<file path="config.mk">
export PLATFORM = sky130hd
export DESIGN_NAME = bitmem_unit
export DESIGN_NICKNAME = d
export VERILOG_FILES = /design/src/rtl/bitmem_pkg.sv /design/src/rtl/bitmem_route.sv /design/src/rtl/bitmem_bitop.sv /design/src/rtl/bitmem_ram.sv /design/src/rtl/bitmem_sfr.sv /design/src/rtl/bitmem_unit.sv
export SDC_FILE = /design/constraint.sdc
export NUM_CORES = 2
export LEC_CHECK = 0
export ABC_AREA = 1
export BUFFER_PORTS_ARGS = -buffer_cell sky130_fd_sc_hd__buf_2
export CORE_MARGIN = 5
export CORE_UTILIZATION = 30
export CTS_BUF_LIST = sky130_fd_sc_hd__clkbuf_4
export DETAILED_ROUTE_END_ITERATION = 10
export PLACE_DENSITY = 0.43
export SKIP_LAST_GASP = 1
export SYNTH_ARGS = -nofsm -noshare
export SYNTH_HDL_FRONTEND = slang
export SYNTH_SLANG_ARGS = --single-unit
</file>
<file path="constraint.sdc">
create_clock -name clk -period 9.3 [get_ports clk]
set_clock_uncertainty 0.15 [all_clocks]
set_input_delay 2.79 -clock clk [delete_from_list [all_inputs] [get_ports clk]]
set_output_delay 2.79 -clock clk [all_outputs]
set_load 0.05 [all_outputs]
</file>
<file path="src/rtl/bitmem_pkg.sv">
`timescale 1ns/1ps
package bitmem_pkg;

  localparam int AW = 8;
  localparam int DW = 8;

  typedef enum logic [3:0] {
    K_NOP  = 4'd0,
    K_DRD  = 4'd1,
    K_DWR  = 4'd2,
    K_IRD  = 4'd3,
    K_IWR  = 4'd4,
    K_RRD  = 4'd5,
    K_RWR  = 4'd6,
    K_PUSH = 4'd7,
    K_POP  = 4'd8,
    K_BRD  = 4'd9,
    K_BSET = 4'd10,
    K_BCLR = 4'd11,
    K_BWR  = 4'd12
  } acc_kind_e;

  // implemented special registers
  localparam int NUM_SFR  = 6;
  localparam int SFR_STK  = 0;
  localparam int SFR_STAT = 3;

  function automatic logic [7:0] sfr_addr(input int idx);
    case (idx)
      0:       return 8'h81;
      1:       return 8'h82;
      2:       return 8'h83;
      3:       return 8'hD0;
      4:       return 8'hE0;
      default: return 8'hF0;
    endcase
  endfunction

  function automatic logic [7:0] sfr_rst(input int idx);
    return (idx == SFR_STK) ? 8'h07 : 8'h00;
  endfunction

  typedef struct packed {
    logic       to_sfr;
    logic [7:0] byte_addr;
    logic [2:0] bit_idx;
    logic       bit_op;
    logic       wr_en;
    logic       rd_en;
    logic       stk_en;
    logic [7:0] stk_val;
  } route_t;

endpackage

</file>
<file path="src/rtl/bitmem_route.sv">
`timescale 1ns/1ps
module bitmem_route
  import bitmem_pkg::*;
(
  input  acc_kind_e  kind,
  input  logic [7:0] addr,
  input  logic [1:0] bank,
  input  logic [7:0] ptr_val,
  input  logic [7:0] sp,
  output logic [7:0] ptr_addr,
  output route_t     route
);

  logic [7:0] bit_byte;

  // pointer register of the active bank, selected by addr[0]
  assign ptr_addr = {3'b000, bank, 2'b00, addr[0]};
  assign bit_byte = addr[7] ? {addr[7:3], 3'b000} : {4'h2, addr[6:3]};

  always_comb begin
    route           = '0;
    route.byte_addr = addr;
    unique case (kind)
      K_DRD: begin
        route.to_sfr = addr[7];
        route.rd_en  = 1'b1;
      end
      K_DWR: begin
        route.to_sfr = addr[7];
        route.wr_en  = 1'b1;
      end
      K_IRD: begin
        route.byte_addr = ptr_val;
        route.rd_en     = 1'b1;
      end
      K_IWR: begin
        route.byte_addr = ptr_val;
        route.wr_en     = 1'b1;
      end
      K_RRD: begin
        route.byte_addr = {3'b000, bank, addr[2:0]};
        route.rd_en     = 1'b1;
      end
      K_RWR: begin
        route.byte_addr = {3'b000, bank, addr[2:0]};
        route.wr_en     = 1'b1;
      end
      K_PUSH: begin
        route.byte_addr = sp + 8'd1;
        route.wr_en     = 1'b1;
        route.stk_en    = 1'b1;
        route.stk_val   = sp + 8'd1;
      end
      K_POP: begin
        route.byte_addr = sp;
        route.rd_en     = 1'b1;
        route.stk_en    = 1'b1;
        route.stk_val   = sp - 8'd1;
      end
      K_BRD: begin
        route.to_sfr    = addr[7];
        route.byte_addr = bit_byte;
        route.bit_idx   = addr[2:0];
        route.bit_op    = 1'b1;
        route.rd_en     = 1'b1;
      end
      K_BSET, K_BCLR, K_BWR: begin
        route.to_sfr    = addr[7];
        route.byte_addr = bit_byte;
        route.bit_idx   = addr[2:0];
        route.bit_op    = 1'b1;
        route.wr_en     = 1'b1;
      end
      default: ;
    endcase
  end

endmodule

</file>
<file path="src/rtl/bitmem_bitop.sv">
`timescale 1ns/1ps
module bitmem_bitop
  import bitmem_pkg::*;
#(
  parameter int W  = DW,
  localparam int IW = $clog2(W)
) (
  input  acc_kind_e       kind,
  input  logic [W-1:0]    cur,
  input  logic [IW-1:0]   idx,
  input  logic            bitv,
  output logic [W-1:0]    new_byte,
  output logic            bit_val
);

  assign bit_val = cur[idx];

  always_comb begin
    new_byte = cur;
    case (kind)
      K_BSET:  new_byte[idx] = 1'b1;
      K_BCLR:  new_byte[idx] = 1'b0;
      K_BWR:   new_byte[idx] = bitv;
      default: ;
    endcase
  end

endmodule

</file>
<file path="src/rtl/bitmem_ram.sv">
`timescale 1ns/1ps
module bitmem_ram #(
  parameter int AW_P = 8,
  parameter int DW_P = 8,
  localparam int DEPTH = 1 << AW_P
) (
  input  logic            clk,
  input  logic            we,
  input  logic [AW_P-1:0] waddr,
  input  logic [DW_P-1:0] wdata,
  input  logic [AW_P-1:0] raddr_a,
  output logic [DW_P-1:0] rdata_a,
  input  logic [AW_P-1:0] raddr_b,
  output logic [DW_P-1:0] rdata_b
);

  logic [DW_P-1:0] mem [DEPTH];

  always_ff @(posedge clk) begin
    if (we) mem[waddr] <= wdata;
  end

  assign rdata_a = mem[raddr_a];
  assign rdata_b = mem[raddr_b];

endmodule

</file>
<file path="src/rtl/bitmem_sfr.sv">
`timescale 1ns/1ps
module bitmem_sfr
  import bitmem_pkg::*;
#(
  parameter int NUM = NUM_SFR,
  parameter int W   = DW
) (
  input  logic         clk,
  input  logic         rst,
  input  logic [7:0]   addr,
  input  logic         we,
  input  logic [W-1:0] wdata,
  input  logic         stk_we,
  input  logic [W-1:0] stk_val,
  output logic [W-1:0] rdata,
  output logic [W-1:0] stk_q,
  output logic [W-1:0] stat_q
);

  logic [NUM-1:0]        hit;
  logic [NUM-1:0][W-1:0] regs;

  for (genvar i = 0; i < NUM; i++) begin : g_reg
    logic [W-1:0] q;
    assign hit[i]  = (addr == sfr_addr(i));
    assign regs[i] = q;
    always_ff @(posedge clk) begin
      if (rst)                            q <= W'(sfr_rst(i));
      else if (we && hit[i])              q <= wdata;
      else if ((i == SFR_STK) && stk_we)  q <= stk_val;
    end
  end

  always_comb begin
    rdata = '0;
    for (int i = 0; i < NUM; i++) begin
      if (hit[i]) rdata = rdata | regs[i];
    end
  end

  assign stk_q  = regs[SFR_STK];
  assign stat_q = regs[SFR_STAT];

endmodule

</file>
<file path="src/rtl/bitmem_unit.sv">
`timescale 1ns/1ps
module bitmem_unit
  import bitmem_pkg::*;
(
  input  logic          clk,
  input  logic          rst,
  input  logic [3:0]    cmd_kind,
  input  logic [AW-1:0] cmd_addr,
  input  logic [DW-1:0] cmd_wdata,
  input  logic          cmd_bit,
  output logic [DW-1:0] rd_data,
  output logic [DW-1:0] stat_out
);

  acc_kind_e     kind;
  route_t        route;
  logic [AW-1:0] ptr_addr;
  logic [DW-1:0] ptr_val;
  logic [DW-1:0] ram_rd;
  logic [DW-1:0] sfr_rd;
  logic [DW-1:0] stk_q;
  logic [DW-1:0] stat_q;
  logic [DW-1:0] cur_byte;
  logic [DW-1:0] new_byte;
  logic [DW-1:0] wr_byte;
  logic          bit_val;
  logic [DW-1:0] rd_q;

  assign kind = acc_kind_e'(cmd_kind);

  bitmem_route u_route (
    .kind     (kind),
    .addr     (cmd_addr),
    .bank     (stat_q[4:3]),
    .ptr_val  (ptr_val),
    .sp       (stk_q),
    .ptr_addr (ptr_addr),
    .route    (route)
  );

  bitmem_ram #(.AW_P(AW), .DW_P(DW)) u_ram (
    .clk     (clk),
    .we      (route.wr_en & ~route.to_sfr),
    .waddr   (route.byte_addr),
    .wdata   (wr_byte),
    .raddr_a (ptr_addr),
    .rdata_a (ptr_val),
    .raddr_b (route.byte_addr),
    .rdata_b (ram_rd)
  );

  bitmem_sfr #(.NUM(NUM_SFR), .W(DW)) u_sfr (
    .clk     (clk),
    .rst     (rst),
    .addr    (route.byte_addr),
    .we      (route.wr_en & route.to_sfr),
    .wdata   (wr_byte),
    .stk_we  (route.stk_en),
    .stk_val (route.stk_val),
    .rdata   (sfr_rd),
    .stk_q   (stk_q),
    .stat_q  (stat_q)
  );

  assign cur_byte = route.to_sfr ? sfr_rd : ram_rd;

  bitmem_bitop #(.W(DW)) u_bitop (
    .kind     (kind),
    .cur      (cur_byte),
    .idx      (route.bit_idx),
    .bitv     (cmd_bit),
    .new_byte (new_byte),
    .bit_val  (bit_val)
  );

  assign wr_byte = route.bit_op ? new_byte : cmd_wdata;

  always_ff @(posedge clk) begin
    if (rst)              rd_q <= '0;
    else if (route.rd_en) rd_q <= route.bit_op ? {{(DW-1){1'b0}}, bit_val} : cur_byte;
  end

  assign rd_data  = rd_q;
  assign stat_out = stat_q;

endmodule

</file>
=== Yosys cells after proc, flatten, opt, wreduce, memory -nomap -nowiden ===
Memory sizes are Yosys's and may differ from the RTL's.
Cells that the tools add are included.

* RAM bits: 2048
* Logic and storage cells: 81
* Input bits: 23
* Memories: 1
* Register bits: 56

{| class="wikitable"
|+ Memory list
! name !! depth !! bits a word !! rd ports !! clocked after Yosys merged registers in !! wr ports !! line !! text
|-
| u_ram.mem || 256 || 8 || 2 || 0 || 1 || bitmem_ram.sv:17 || <nowiki>logic [DW_P-1:0] mem [DEPTH];</nowiki>
|}

* Order comparisons: 2
* Eq/ne operators: 18
* Muxes and demuxes: 26
* Reductions and logical operators: 14
* Add/subtract/negate cells: 2
* Bitwise logic cells: 11

{| class="wikitable"
|+ Operator list
! cell !! number
|-
| 2-to-1 mux 8 bit || 12
|-
| == test 8 bit, second input constant || 6
|-
| OR 8 bit || 6
|-
| case mux 8 bit (5 select lines) || 1
|-
| case mux 8 bit (3 select lines) || 1
|-
| == test 4 bit, second input constant || 5
|-
| case mux 9 bit (2 select lines) || 1
|-
| == test 4 x 3 -> 1 bit, second input constant || 4
|-
| adder 8 x 1 -> 8 bit, second input constant || 1
|-
| bitwise AND 8 bit || 1
|-
| bitwise mux 8 bit || 1
|-
| == test 4 x 2 -> 1 bit, second input constant || 2
|-
| NOT 8 bit || 1
|-
| subtractor 8 x 1 -> 8 bit, second input constant || 1
|-
| logical AND 1 bit || 7
|-
| 2-to-1 mux 1 bit || 7
|-
| OR reduction 7 bit || 1
|-
| OR reduction 6 bit || 1
|-
| OR reduction 5 bit || 1
|-
| == test 4 x 1 -> 1 bit, second input constant || 1
|-
| < comparator 3 x 4 -> 1 bit, second input constant || 1
|-
| 2-to-1 mux 4 bit || 1
|-
| OR reduction 2 bit || 2
|-
| OR reduction 4 bit || 1
|-
| other kinds (6) || 7
|}

=== Longest topological paths before layout ===
* Depth after elaboration: 20
* Gate-level depth with buffers: 33
* Gate-level depth less buffers: 30

=== Modules after synthesis ===
Synthesis repeated with hierarchy kept, for this count alone.

* Cell total of the unflattened synthesis: 12356
* Area total of the unflattened synthesis: 108135.0 um2

{| class="wikitable"
|+ Modules (own cells, without submodules)
! module !! area each (um2) !! times used !! cells each
|-
| bitmem_ram || 103538.1 || 1 || 11556
|-
| bitmem_sfr || 2586.2 || 1 || 394
|-
| bitmem_route || 1002.2 || 1 || 205
|-
| bitmem_unit || 519.2 || 1 || 94
|-
| bitmem_bitop || 489.2 || 1 || 107
|}

=== Worst setup path after synthesis ===
Ideal clock, no wire load.

* Path type: input port to flip-flop
* From: input cmd_addr[0]
* To: memory u_ram.mem[0][0], data pin
* Arrival time: 7.146 ns
* Required time: 8.521 ns
* Setup time: 0.629 ns
* Cell stages on the path: 22
* Slack: 1.375 ns
* Path through: buf_4 buf_4 buf_2 o21ai_0 o211ai_1 nand3_1 nand2_1 nor2_2 inv_1 nor2_2 buf_2 buf_2 nand2_1 nand2_1 o21ai_0 nand2_1 nor2_1 nor2_1 nor2_1 nand2_1 a22oi_2 o2bb2ai_4

* Cells in the longest elaborated chain, start to end: 18
* Elaborated cells on any way between the ends: 32
* Those cells by class: order compare: 2; eq/ne: 6; mux: 14; bitwise: 8; reduce/logical: 1; memory: 1

{| class="wikitable"
|+ RTL lines
! item !! line !! text
|-
| from (decl) || bitmem_unit.sv:8 || <nowiki>input logic [AW-1:0] cmd_addr,</nowiki>
|-
| memory (256 x 8 bit) || - ||
|-
| case mux 8 bit (5 select lines) || bitmem_route.sv:23 || <nowiki>unique case (kind)</nowiki>
|-
| == test 8 bit || bitmem_sfr.sv:25 || <nowiki>assign hit[i] = (addr == sfr_addr(i));</nowiki>
|-
| 2-to-1 mux 8 bit || bitmem_sfr.sv:37 || <nowiki>if (hit[i]) rdata = rdata | regs[i];</nowiki>
|-
| OR 8 bit || bitmem_sfr.sv:37 ||
|-
| 2-to-1 mux 8 bit || bitmem_sfr.sv:37 ||
|-
| OR 8 bit || bitmem_sfr.sv:37 ||
|-
| 2-to-1 mux 8 bit || bitmem_sfr.sv:37 ||
|-
| [... 3 more ...] || - ||
|-
| 2-to-1 mux 8 bit || bitmem_sfr.sv:37 ||
|-
| OR 8 bit || bitmem_sfr.sv:37 ||
|-
| 2-to-1 mux 8 bit || bitmem_sfr.sv:37 ||
|-
| 2-to-1 mux 8 bit || bitmem_unit.sv:65 || <nowiki>assign cur_byte = route.to_sfr ? sfr_rd : ram_rd;</nowiki>
|-
| bitwise mux 8 bit (tied with other cells) || bitmem_bitop.sv:23 || <nowiki>K_BWR: new_byte[idx] = bitv;</nowiki>
|-
| case mux 8 bit (3 select lines) * || bitmem_bitop.sv:20 || <nowiki>case (kind)</nowiki>
|-
| 2-to-1 mux 8 bit * || bitmem_unit.sv:76 || <nowiki>assign wr_byte = route.bit_op ? new_byte : cmd_wdata;</nowiki>
|-
| named net u_ram.wdata[0] || bitmem_ram.sv:10 || <nowiki>input logic [DW_P-1:0] wdata,</nowiki>
|-
| to (decl) || bitmem_ram.sv:17 ||
|}

Mark *: on every way through the listed nets, which the timed path passes. The rest lies on a longest branch.

=== Worst setup path after layout ===
* From: input cmd_kind[1]
* To: memory u_ram.mem[93][1], data pin

* Cells in the longest elaborated chain, start to end: 19
* Elaborated cells on any way between the ends: 49
* Those cells by class: order compare: 2; eq/ne: 18; mux: 15; bitwise: 8; reduce/logical: 5; memory: 1

{| class="wikitable"
|+ RTL lines
! item !! line !! text
|-
| from (decl) || bitmem_unit.sv:7 || <nowiki>input logic [3:0] cmd_kind,</nowiki>
|-
| == test 4 bit (tied with other cells) || bitmem_route.sv:23 ||
|-
| OR reduction 4 bit (no line) / OR reduction 2 bit (equally long branches) || - ||
|-
| case mux 8 bit (5 select lines) || bitmem_route.sv:23 ||
|-
| == test 8 bit || bitmem_sfr.sv:25 ||
|-
| 2-to-1 mux 8 bit || bitmem_sfr.sv:37 ||
|-
| OR 8 bit || bitmem_sfr.sv:37 ||
|-
| 2-to-1 mux 8 bit || bitmem_sfr.sv:37 ||
|-
| OR 8 bit || bitmem_sfr.sv:37 ||
|-
| [... 4 more ...] || - ||
|-
| 2-to-1 mux 8 bit || bitmem_sfr.sv:37 ||
|-
| OR 8 bit || bitmem_sfr.sv:37 ||
|-
| 2-to-1 mux 8 bit || bitmem_sfr.sv:37 ||
|-
| 2-to-1 mux 8 bit || bitmem_unit.sv:65 ||
|-
| bitwise mux 8 bit (tied with other cells) || bitmem_bitop.sv:23 ||
|-
| case mux 8 bit (3 select lines) || bitmem_bitop.sv:20 ||
|-
| 2-to-1 mux 8 bit * || bitmem_unit.sv:76 ||
|-
| named net u_ram.wdata[1] || bitmem_ram.sv:10 ||
|}

Marked as above.

==> results.ini <==
[floorplan]
die_y_um=559.2
die_w_um=559.2
die-area_um2=312700
initial_core_util_pct=30.16
core_area_um2=300000
num_io_pins=39
rows=201

[cts]
cts_sinks=2104
postCtsResizedCells=0
clockBufferDepth=4
htree_levels=6
clkTransAtPathRegs_ns=0.06
cts_root_buffer=clkbuf_4
cts_tree=built
postCtsSetupBuffers=0
cts.hold.buffers_added=0
clk_latency_ns=1.35
cts_made_buffers=602

[placement]
post-place-ws_ns=0.1299
dp_hpwl_um=186300
place.gp.congestion=0.8442
io_buffers=38

[final_layout]
layout-drive-gt1-share_pct=12.98
nets=9518
syn_to_final_growth_pct=15.04
final_cell_mix=5057 x nand2_1, 2048 x edfxtp_1, 888 x clkbuf_4
layout_commonest_cell=nand2_1

[critical_path]
crit_path_frequent_cell=nand2_1
cp_cell_sequence=buf_2 > inv_1 > nand2_1 > nand2_1 > nand2_2 > inv_1 > o22ai_1 > nor2_1 > nand3_1 > o21ai_1 > nand2_1 > nor2_2 > inv_2 > nor2_1 > nor2_1 > nand3_1 > nor2_1 > nand2_1 > nand2_1 > o21ai_1 > o211ai_1 > nand2_8 > buf_12
crit_family=simple AND/OR/NAND/NOR gates
crit_fanout=81
startpoint_type=input port
reg2regPathDepth=22
critPathBufInv=5
slowest_stage=nand2_1
worstSetupEndpointType=register
critical_path_class=in2reg
critPathArrivalTime_ns=8.95
path_depth=23
cp_slowest_stage_delay_ns=0.71
required_ns=10.12

[grt]
grt_max_degree=185
grt_pass1_wl_um=453100
grt_pass1_vias=64860
grt-ovfl-total=0
track_usage_pct=19.28
antenna_found_initial=12

[synth]
syn_area_um2=90490
ys_seq_area_share_pct=69.20
synthFlopType=edfxtp_1
synth_mux_area_share_pct=0
synth_xor_area_share_pct=0
synth_top_family_by_area=simple AND/OR/NAND/NOR gates
synth-edff-count=2048
synth_cell_type_count=48
synth-simple-area-share_pct=25.18
avgSynthCellArea_um2=9.935
synth_compound_area_share_pct=2.385
yosysWarningCount=0
synthCells=9109
synthArstFlopShare_pct=0
synth_seq_cells=2104
synth_fp_nets=9134
synth_fa_ha_area_share_pct=0.02765

[flow_run]
cap_violations=0

[sta]
worst_pin_slew_ns=1.284
period_share_pct=87.50
rsz0062_at_grt=no
slew_viol_final=0
hold_violations=0
relSlewSlack_pct=14.11
finalSetupViolations=0
fin_crit_ns=8.137
setup_ws_ns=1.163
finalSetupTns_ns=0
fmax_ghz=0.1229

[detailed_routing]
drt_iter0_drc=5391
ant_nets=0
drtPass1Iterations=5
wl_per_cell_um=22.43
detail_route.wirelength_um=311600
viasPerCell=4.745
route.detailed.drc=0
num_vias=65910

[power_and_ir_drop]
vdd.ir_drop.worst_mv=0.1234
leakagePower_nw=42.60
power_density_nw_per_um2=222.8
power.total_w=0.02319

[min_path]
hp-class=reg2reg
hold_depth=2

[status]
run_status=finished clean

## per-layer routing
metal  track usage, %  share of wire [%]  up-vias
li1                 -                  -    31040
met1            26.35                 45    32380
met2            31.69                 47     1993
met3            3.233                5.6      478
met4            5.280                2.4       14
met5                0              0.029        -
## area by class of cell
type	count	area (µm²)
Inverter	217	834.6
Fill cell	30690	195900
Clock buffer	888	6666
Clock inverter	154	1059
Sequential cell	2104	62620
Multi-Input combinational cell	6307	25220
Antenna cell	2	5.005
Timing Repair Buffer	261	2753
Tap cell	3958	4952
## synth_stat cells, drive strengths merged, types with 4 or more instances
cell type | number | share of area [%]
nand3 | 349 | 1.9
clkbuf | 246 | 1.0
nand2 | 5080 | 21
inv | 213 | 0.88
a21oi | 69 | 0.39
clkinv | 4 | 0.017
o22ai | 15 | 0.11
dfxtp | 56 | 1.2
buf | 235 | 1.3
nor2 | 472 | 2.0
o211ai | 19 | 0.17
nor3 | 6 | 0.033
o21ai | 244 | 1.4
o21bai | 20 | 0.17
nand4 | 9 | 0.062
edfxtp | 2048 | 68
## worst min-delay path: cells and delay by family, from the launching register on
kind / cells / cell delay [ns]
simple gates: 1 / 0.06
compound gates: 1 / 0.06
flops: 1 / 0.31
## flip-flops by register name (all words and copies together) (netlist names)
| register | flops |
|---|---|
| u_ram.mem | 2048 |
| u_sfr.g.q | 32 |
| rd_data | 8 |
| u_sfr.stat_q | 8 |
| u_sfr.stk_q | 8 |
## path summary, 6_finish.rpt
kind	startpoint	end	slack, ns
setup / recovery	cmd_kind[1]	u_ram.mem[93][1]	1.16
hold / removal	rd_data[1]	rd_data[1]	0.31
setup reg to reg	u_sfr.stat_q[3]	u_ram.mem[89][6]	2.66
hold reg to reg	rd_data[1]	rd_data[1]	0.31
## cell families after synthesis
group | count (synthesis)
simple gates | 5920
flops | 2104
buf+inv | 698
compound gates | 385
fa+ha+maj | 2
## report_power, final
part / internal (W) / switching, W
logic: 0.000854 / 0.00284
clock network: 0.00473 / 0.00407
registers: 0.0107 / 0.00000732
## metrics by stage
step | std cells | util, % | cell area (µm²) | hold WS, ns
6_report | 13890 | 34.70 | 104100 | 0.3147
5_1_grt | 13890 | 34.70 | 104100 | 0.3461
3_3_place_gp | 12850 | 32.12 | 96380 | 0.3066
4_1_cts | 13890 | 34.70 | 104100 | 0.3199
3_5_place_dp | 12850 | 32.12 | 96380 | 0.3095
2_1_floorplan | 9109 | - | 90490 | 0.3734
Note: power is estimated with default switching activity, not from simulation.
